`config.mk`:
```
export PLATFORM = sky130hd
export DESIGN_NAME = cellstore_refresh_sched
export DESIGN_NICKNAME = d
export VERILOG_FILES = /design/src/rtl/refresh_pkg.sv /design/src/rtl/refresh_timer.sv /design/src/rtl/refresh_backlog.sv /design/src/rtl/refresh_arbiter.sv /design/src/rtl/refresh_row_counter.sv /design/src/rtl/cellstore_refresh_sched.sv
export SDC_FILE = /design/constraint.sdc
export NUM_CORES = 1
export LEC_CHECK = 0
export ABC_AREA = 1
export CAP_MARGIN = 20
export CELL_PAD_IN_SITES_DETAIL_PLACEMENT = 0
export CELL_PAD_IN_SITES_GLOBAL_PLACEMENT = 1
export CORE_MARGIN = 4
export CORE_UTILIZATION = 38
export CTS_BUF_LIST = sky130_fd_sc_hd__clkbuf_16
export CTS_CLUSTER_SIZE = 20
export DETAILED_ROUTE_END_ITERATION = 10
export GPL_ROUTABILITY_DRIVEN = 1
export PLACE_DENSITY_LB_ADDON = 0.1
export SYNTH_ARGS = -nofsm -noshare
export SYNTH_HDL_FRONTEND = slang
export SYNTH_SLANG_ARGS = --single-unit
```
`constraint.sdc`:
```
create_clock -name clk -period 5 [get_ports clk]
set_input_delay 1 -clock clk [delete_from_list [all_inputs] [get_ports clk]]
set_output_delay 1 -clock clk [all_outputs]
set_load 0.01 [all_outputs]
```
`src/rtl/refresh_pkg.sv`:
```
package refresh_pkg;
  typedef enum logic [1:0] {
    CMD_IDLE    = 2'd0,
    CMD_XFER    = 2'd1,
    CMD_REFRESH = 2'd2
  } cmd_e;
endpackage

```
`src/rtl/refresh_timer.sv`:
```
module refresh_timer #(
  parameter int IVAL_W = 16
) (
  input  logic              clk,
  input  logic              rst,
  input  logic [IVAL_W-1:0] interval,
  output logic              tick
);
  logic [IVAL_W-1:0] tcnt;

  assign tick = (interval != '0) && (tcnt >= interval - IVAL_W'(1));

  always_ff @(posedge clk) begin
    if (rst || interval == '0 || tick) tcnt <= '0;
    else                               tcnt <= tcnt + IVAL_W'(1);
  end

  p_held_when_off_r3: assert property (@(posedge clk) disable iff (rst)
    (interval == '0) |=> (tcnt == '0));
  p_count_bounded_r2: assert property (@(posedge clk) disable iff (rst)
    (interval != '0 && $stable(interval)) |-> (tcnt < interval));
endmodule

```
`src/rtl/refresh_backlog.sv`:
```
module refresh_backlog #(
  parameter int BL_W = 4
) (
  input  logic            clk,
  input  logic            rst,
  input  logic            tick,
  input  logic            issue,
  output logic [BL_W-1:0] pend
);
  localparam logic [BL_W-1:0] BL_MAX = {BL_W{1'b1}};

  always_ff @(posedge clk) begin
    if (rst)                             pend <= '0;
    else if (tick && !issue && pend != BL_MAX) pend <= pend + BL_W'(1);
    else if (!tick && issue)             pend <= pend - BL_W'(1);
  end

  p_no_wrap_r9: assert property (@(posedge clk) disable iff (rst)
    (pend == BL_MAX && !issue) |=> (pend == BL_MAX));
  p_unit_step_r2: assert property (@(posedge clk) disable iff (rst)
    1'b1 |=> (pend == $past(pend) || pend == $past(pend) + BL_W'(1) ||
              pend == $past(pend) - BL_W'(1)));
endmodule

```
`src/rtl/refresh_arbiter.sv`:
```
module refresh_arbiter
  import refresh_pkg::*;
#(
  parameter int BL_W = 4
) (
  input  logic            clk,
  input  logic            rst,
  input  logic [BL_W-1:0] pend,
  input  logic [BL_W-1:0] urgent_lvl,
  input  logic            xfer_req,
  output logic            issue,
  output cmd_e            cmd
);
  logic urgent;

  assign urgent = (urgent_lvl != '0) && (pend >= urgent_lvl);
  assign issue  = (pend != '0) && (!xfer_req || urgent);

  always_ff @(posedge clk) begin
    if (rst)           cmd <= CMD_IDLE;
    else if (issue)    cmd <= CMD_REFRESH;
    else if (xfer_req) cmd <= CMD_XFER;
    else               cmd <= CMD_IDLE;
  end

  p_refresh_owed_r5: assert property (@(posedge clk) disable iff (rst)
    (cmd == CMD_REFRESH) |-> ($past(pend) != '0));
  p_urgent_wins_r6: assert property (@(posedge clk) disable iff (rst)
    (urgent && xfer_req) |=> (cmd == CMD_REFRESH));
  p_xfer_served_r4: assert property (@(posedge clk) disable iff (rst)
    (xfer_req && !urgent) |=> (cmd == CMD_XFER));
  p_legal_code_r7: assert property (@(posedge clk) disable iff (rst)
    cmd != 2'd3);
endmodule

```
`src/rtl/refresh_row_counter.sv`:
```
module refresh_row_counter
  import refresh_pkg::*;
#(
  parameter int ROWS = 8192,
  localparam int ADDR_W = $clog2(ROWS)
) (
  input  logic              clk,
  input  logic              rst,
  input  cmd_e              bus_cmd,
  output logic [ADDR_W-1:0] row,
  output logic              sweep
);
  localparam logic [ADDR_W-1:0] LAST = ADDR_W'(ROWS - 1);

  always_ff @(posedge clk) begin
    if (rst) begin
      row   <= '0;
      sweep <= 1'b0;
    end else if (bus_cmd == CMD_REFRESH) begin
      row   <= (row == LAST) ? '0 : row + ADDR_W'(1);
      sweep <= (row == LAST);
    end else begin
      sweep <= 1'b0;
    end
  end

  p_wrap_r8: assert property (@(posedge clk) disable iff (rst)
    (bus_cmd == CMD_REFRESH && row == LAST) |=> (row == '0 && sweep));
  p_sweep_pulse_r8: assert property (@(posedge clk) disable iff (rst)
    sweep |=> !sweep);
  p_hold_r8: assert property (@(posedge clk) disable iff (rst)
    (bus_cmd != CMD_REFRESH) |=> $stable(row));
endmodule

```
`src/rtl/cellstore_refresh_sched.sv`:
```
module cellstore_refresh_sched
  import refresh_pkg::*;
#(
  parameter int ROWS   = 8192,
  parameter int IVAL_W = 16,
  parameter int BL_W   = 4,
  localparam int ADDR_W = $clog2(ROWS)
) (
  input  logic              clk,
  input  logic              rst,
  input  logic [IVAL_W-1:0] interval,
  input  logic [BL_W-1:0]   urgent_lvl,
  input  logic              xfer_req,
  output logic [1:0]        cmd_code,
  output logic [BL_W-1:0]   backlog,
  output logic [ADDR_W-1:0] row_addr,
  output logic              sweep_done
);
  logic tick;
  logic issue;
  cmd_e cmd;

  refresh_timer #(.IVAL_W(IVAL_W)) u_timer (
    .clk(clk), .rst(rst), .interval(interval), .tick(tick)
  );

  refresh_backlog #(.BL_W(BL_W)) u_backlog (
    .clk(clk), .rst(rst), .tick(tick), .issue(issue), .pend(backlog)
  );

  refresh_arbiter #(.BL_W(BL_W)) u_arb (
    .clk(clk), .rst(rst), .pend(backlog), .urgent_lvl(urgent_lvl),
    .xfer_req(xfer_req), .issue(issue), .cmd(cmd)
  );

  refresh_row_counter #(.ROWS(ROWS)) u_rows (
    .clk(clk), .rst(rst), .bus_cmd(cmd), .row(row_addr), .sweep(sweep_done)
  );

  assign cmd_code = cmd;

  p_off_no_refresh_r3: assert property (@(posedge clk) disable iff (rst)
    (interval == '0 && backlog == '0) |=> (backlog == '0));
endmodule

```
==> metrics.txt, run 1 <==
# TYPE chip_impl_metric gauge
chip_impl_metric{name="via_count",unit=""} 2119
chip_impl_metric{name="cp_max_fo",unit=""} 6
chip_impl_metric{name="synth_top_cell_area_share",unit=""} 0.293
chip_impl_metric{name="seq_area_frac_synth",unit=""} 0.293
chip_impl_info{name="ctsRootBufferMaster",value="sky130_fd_sc_hd__clkbuf_16"} 1
chip_impl_metric{name="route.antenna.remaining_nets",unit=""} 0
chip_impl_metric{name="n_antenna_cell",unit=""} 0
chip_impl_info{name="synth.largest_area_cell",value="sky130_fd_sc_hd__dfxtp_1"} 1
chip_impl_info{name="result_of_the_run",value="complete, no violations"} 1
chip_impl_metric{name="cts_clock_pin_slew_for_the_worst_setup_and_hold_paths",unit="ns"} 0.06
chip_impl_metric{name="first_pass_iters",unit=""} 4
chip_impl_metric{name="die_h",unit="um"} 88.5
chip_impl_metric{name="chipWidth",unit="um"} 88.5
chip_impl_metric{name="h-tree-depth",unit=""} 2
chip_impl_metric{name="critical_path_arrival",unit="ns"} 4.68
chip_impl_info{name="rr_endpoint",value="u_backlog.pend[3]"} 1
chip_impl_metric{name="antenna_found_initial",unit=""} 0
chip_impl_metric{name="wl_met2",unit="mm"} 2.17
chip_impl_info{name="synth_area_leaders",value="sky130_fd_sc_hd__dfxtp_1 29%, sky130_fd_sc_hd__ha_1 13%, sky130_fd_sc_hd__nand2_1 8.7%, sky130_fd_sc_hd__nor2_1 8.2%, sky130_fd_sc_hd__inv_1 7.9%"} 1
chip_impl_metric{name="finClkSkew",unit="ns"} 0.00488
chip_impl_info{name="most_common_library_cell_in_the_layout_ignoring_fill_and_taps",value="sky130_fd_sc_hd__nand2_1"} 1
chip_impl_info{name="hold_end",value="u_timer.tcnt[0]"} 1
chip_impl_metric{name="max_freq",unit="MHz"} 221
chip_impl_info{name="hold_path_class",value="flop to flop"} 1
chip_impl_metric{name="syn_to_final_growth",unit="%"} 26.0
chip_impl_metric{name="drt-wirelength-per-cell",unit="um"} 10.5
chip_impl_metric{name="clock_network_latency_to_the_later_pin_of_the_worst_skew_pair",unit="ns"} 0.28
chip_impl_metric{name="tightestPinTransition",unit="ns"} 0.369
chip_impl_metric{name="synth_adder_area_share",unit=""} 0.135
chip_impl_metric{name="drc",unit=""} 0
chip_impl_metric{name="tritoncts.num_buffers",unit=""} 5
chip_impl_metric{name="power.density_cell_area",unit="mW/mm^2"} 293
chip_impl_metric{name="cap_violations",unit=""} 0
chip_impl_metric{name="timing.slew.headroom",unit=""} 0.753
chip_impl_metric{name="yosys.area_share.xor_xnor",unit=""} 0.0854
chip_impl_metric{name="gr-usage-all-layers",unit=""} 0.137
chip_impl_metric{name="synth-simple-area-share",unit=""} 0.325
chip_impl_metric{name="synthMuxAreaShare",unit=""} 0
chip_impl_metric{name="core_region_area",unit="mm^2"} 0.00631
chip_impl_info{name="timing.critical_path.mode_cell",value="sky130_fd_sc_hd__nand2_1"} 1
chip_impl_metric{name="clock_tree.buffer_depth",unit=""} 2
chip_impl_metric{name="worst_reg2reg_setup_slack",unit="ns"} 2.34
chip_impl_metric{name="syn-cell-area",unit="mm^2"} 0.00246
chip_impl_metric{name="cts_hold_buffers",unit=""} 0
chip_impl_metric{name="drt_iter0_markers",unit=""} 61
chip_impl_info{name="highest_layer",value="met4"} 1
chip_impl_metric{name="cts_num_sinks",unit=""} 36
chip_impl_metric{name="maximum_number_of_pins_on_one_net_before_global_route_repair",unit=""} 17
chip_impl_metric{name="layout_min_cycle_time",unit="ns"} 4.52
chip_impl_metric{name="critical_path.max_stage_delay",unit="ns"} 0.47
chip_impl_info{name="timing_worst_setup_path_type",value="primary input to flop"} 1
chip_impl_metric{name="design.portCount",unit=""} 43
chip_impl_metric{name="crit_required",unit="ns"} 5.17
chip_impl_metric{name="mappedNetlistNets",unit=""} 393
chip_impl_metric{name="dpl.hpwl",unit="mm"} 4.03
chip_impl_info{name="end_kind",value="flop"} 1
chip_impl_metric{name="yosys_register_bits",unit=""} 36
chip_impl_metric{name="buffer_ports.inserted",unit=""} 42
chip_impl_metric{name="synth_compound_area_frac",unit=""} 0.0701
chip_impl_metric{name="design_power_total",unit="uW"} 908
chip_impl_metric{name="final_core_utilization",unit=""} 0.491
chip_impl_metric{name="global_route_wire_length_before_repair",unit="mm"} 8.61
chip_impl_metric{name="number_of_global_route_vias_before_repair",unit=""} 2021
chip_impl_info{name="rsz_0062_raised_after_global_routing",value="false"} 1
chip_impl_metric{name="async_reset_ff_frac",unit=""} 0
chip_impl_metric{name="worst_hold_path.num_cells",unit=""} 1
chip_impl_info{name="main_combinational_cell_family_by_area_after_synthesis",value="simple AND/OR/NAND/NOR gates"} 1
chip_impl_info{name="most-common-layout-cells",value="57 x sky130_fd_sc_hd__nand2_1, 54 x sky130_fd_sc_hd__nor2_1, 52 x sky130_fd_sc_hd__inv_1"} 1
chip_impl_metric{name="wl_met3",unit="um"} 133
chip_impl_metric{name="routabilityCongestion",unit=""} 0.805
chip_impl_metric{name="synthesis.instances",unit=""} 344
chip_impl_metric{name="synth.lib_cells_used.distinct",unit=""} 33
chip_impl_metric{name="synth_area_per_cell",unit="um^2"} 7.16
chip_impl_metric{name="floorplan.die_area",unit="mm^2"} 0.00783
chip_impl_metric{name="cts_repair_resize_count",unit=""} 0
chip_impl_metric{name="vdd.ir_drop.worst",unit="uV"} 237
chip_impl_metric{name="holdWs",unit="ns"} 0.459
chip_impl_info{name="startpoint_type",value="primary input"} 1
chip_impl_info{name="cpMaxStageDelayCell",value="sky130_fd_sc_hd__clkdlybuf4s50_1"} 1
chip_impl_metric{name="globalRoute.totalOverflow",unit=""} 0
chip_impl_metric{name="placement_rows",unit=""} 29
chip_impl_metric{name="static-leakage-power",unit="uW"} 0.00132
chip_impl_info{name="synth_flop_cell",value="sky130_fd_sc_hd__dfxtp_1"} 1
chip_impl_metric{name="number_of_hold_violations_in_the_final_report",unit=""} 0
chip_impl_metric{name="synth_edf_count",unit=""} 0
chip_impl_metric{name="slew_violations",unit=""} 0
chip_impl_metric{name="cts_setup_buffers",unit=""} 0
chip_impl_metric{name="r2r.worst_path.cells",unit=""} 19
chip_impl_info{name="critical_path.reg2reg.startpoint",value="u_timer.tcnt[7]"} 1
chip_impl_info{name="crit_family",value="simple AND/OR/NAND/NOR gates"} 1
chip_impl_metric{name="yosysWarnings",unit=""} 0
chip_impl_metric{name="initial_utilization",unit=""} 0.390
chip_impl_metric{name="setup_violations",unit=""} 0
chip_impl_info{name="min-delay-start",value="u_timer.tcnt[0]"} 1
chip_impl_metric{name="routed_wirelength",unit="mm"} 4.91
chip_impl_metric{name="num-nets-final",unit=""} 440
chip_impl_metric{name="vias_per_cell",unit=""} 4.52
chip_impl_metric{name="route.layer.met1.wl",unit="mm"} 2.56
chip_impl_metric{name="finalCritPeriodShare",unit=""} 0.903
chip_impl_metric{name="layout-drive-gt1-share",unit=""} 0.0816
chip_impl_metric{name="tns",unit="ns"} 0
chip_impl_info{name="tritoncts",value="done"} 1
chip_impl_metric{name="cp.buffers_inverters",unit=""} 3
-- flip-flops by register name, indices dropped and copies added (netlist names) --
signal          flops
u_rows.row         13
u_arb.cmd           2
u_timer.tcnt       16
u_backlog.pend      4
u_rows.sweep        1
-- through the flow --
stage | cell area (um^2) | setup slack, ns | cells
after global placement | 2960 | 0.293 | 461
after CTS | 3100 | 0.468 | 469
final | 3100 | 0.484 | 469
after global routing | 3100 | 0.0212 | 469
after floorplan | 2460 | 1.06 | 344
after detailed placement | 2960 | 0.180 | 461
-- worst register-to-register path, cell delays in order (launching register included) --
cell and delay [ns]:
sky130_fd_sc_hd__dfxtp_1 0.34, sky130_fd_sc_hd__ha_1 0.31, sky130_fd_sc_hd__nand2_1 0.05, sky130_fd_sc_hd__inv_1 0.06, sky130_fd_sc_hd__nand2_1 0.06, sky130_fd_sc_hd__nor2_1 0.10
sky130_fd_sc_hd__nor2_1 0.04, sky130_fd_sc_hd__nand2_1 0.07, sky130_fd_sc_hd__nand2_1 0.07, sky130_fd_sc_hd__nand2_1 0.12, sky130_fd_sc_hd__nand4_2 0.21, sky130_fd_sc_hd__ha_1 0.39
sky130_fd_sc_hd__nand2_1 0.08, sky130_fd_sc_hd__nand2_1 0.05, sky130_fd_sc_hd__a31oi_1 0.18, sky130_fd_sc_hd__inv_1 0.07, sky130_fd_sc_hd__o21ai_2 0.15, sky130_fd_sc_hd__nand3_1 0.08
sky130_fd_sc_hd__nand2_1 0.06, sky130_fd_sc_hd__nor2_1 0.05
-- cell families (layout without fill, tap and decap cells) --
kind of cell | after synthesis | count (layout)
compound gates | 32 | 32
xor+xnor | 24 | 24
fa+ha+maj | 26 | 26
buf+inv | 57 | 105
flops | 36 | 36
simple gates | 169 | 169
-- where the power goes --
| part | internal (uW) | leakage (uW) | switching [uW] | total [uW] |
|---|---|---|---|---|
| Clock | 181 | 0.0000710 | 113 | 294 |
| Combinational | 129 | 0.000959 | 140 | 268 |
| Sequential | 313 | 0.000292 | 33.3 | 346 |
-- per-layer routing --
metal | GRT usage | vias up
met5 | 0 | -
met4 | 0.0412 | 0
met3 | 0.0289 | 5
met2 | 0.221 | 21
met1 | 0.184 | 897
li1 | - | 1196
-- worst max path at each step --
stage / start / slack [ns] / cells past startpoint / end
3_5_place_dp: interval[2] / 0.18 / 26 / u_backlog.pend[3]
3_3_place_gp: interval[2] / 0.29 / 26 / u_backlog.pend[3]
6_report: interval[2] / 0.48 / 26 / u_backlog.pend[3]
2_1_floorplan: interval[2] / 1.06 / 25 / u_backlog.pend[3]
4_1_cts: interval[2] / 0.47 / 26 / u_backlog.pend[3]
5_1_grt: interval[2] / 0.02 / 26 / u_backlog.pend[3]
-- Yosys cell counts (4+ instances only) --
| library cell | number |
|---|---|
| sky130_fd_sc_hd__xnor2_1 | 13 |
| sky130_fd_sc_hd__nand3_1 | 14 |
| sky130_fd_sc_hd__nand2_2 | 6 |
| sky130_fd_sc_hd__nor2_1 | 54 |
| sky130_fd_sc_hd__o21ai_0 | 9 |
| sky130_fd_sc_hd__ha_1 | 25 |
| sky130_fd_sc_hd__a21oi_1 | 17 |
| sky130_fd_sc_hd__inv_1 | 52 |
| sky130_fd_sc_hd__nor3_1 | 13 |
| sky130_fd_sc_hd__dfxtp_1 | 36 |
| sky130_fd_sc_hd__xor2_1 | 11 |
| sky130_fd_sc_hd__nand2_1 | 57 |
| sky130_fd_sc_hd__nand4_1 | 6 |
| sky130_fd_sc_hd__nor2_2 | 4 |
-- cell type report --
class                           count  area (um^2)
Fill cell                         676         3210
Multi-Input combinational cell    251         1520
Sequential cell                    36          721
Timing Repair Buffer               43          428
Inverter                           54          203
Clock buffer                        5          125
Tap cell                           77         96.3
Clock inverter                      3         13.8
Note: power is estimated with default switching activity, not from simulation.
==> inputs of run 2 (changes only) <==
--- a/config.mk
+++ b/config.mk
@@ -6,7 +6,6 @@
 export NUM_CORES = 1
 export LEC_CHECK = 0
 export ABC_AREA = 1
-export CAP_MARGIN = 20
 export CELL_PAD_IN_SITES_DETAIL_PLACEMENT = 0
 export CELL_PAD_IN_SITES_GLOBAL_PLACEMENT = 1
 export CORE_MARGIN = 4
==> results of run 2 <==
No change in the layout: final DEF, timing and power equal those of run 1.
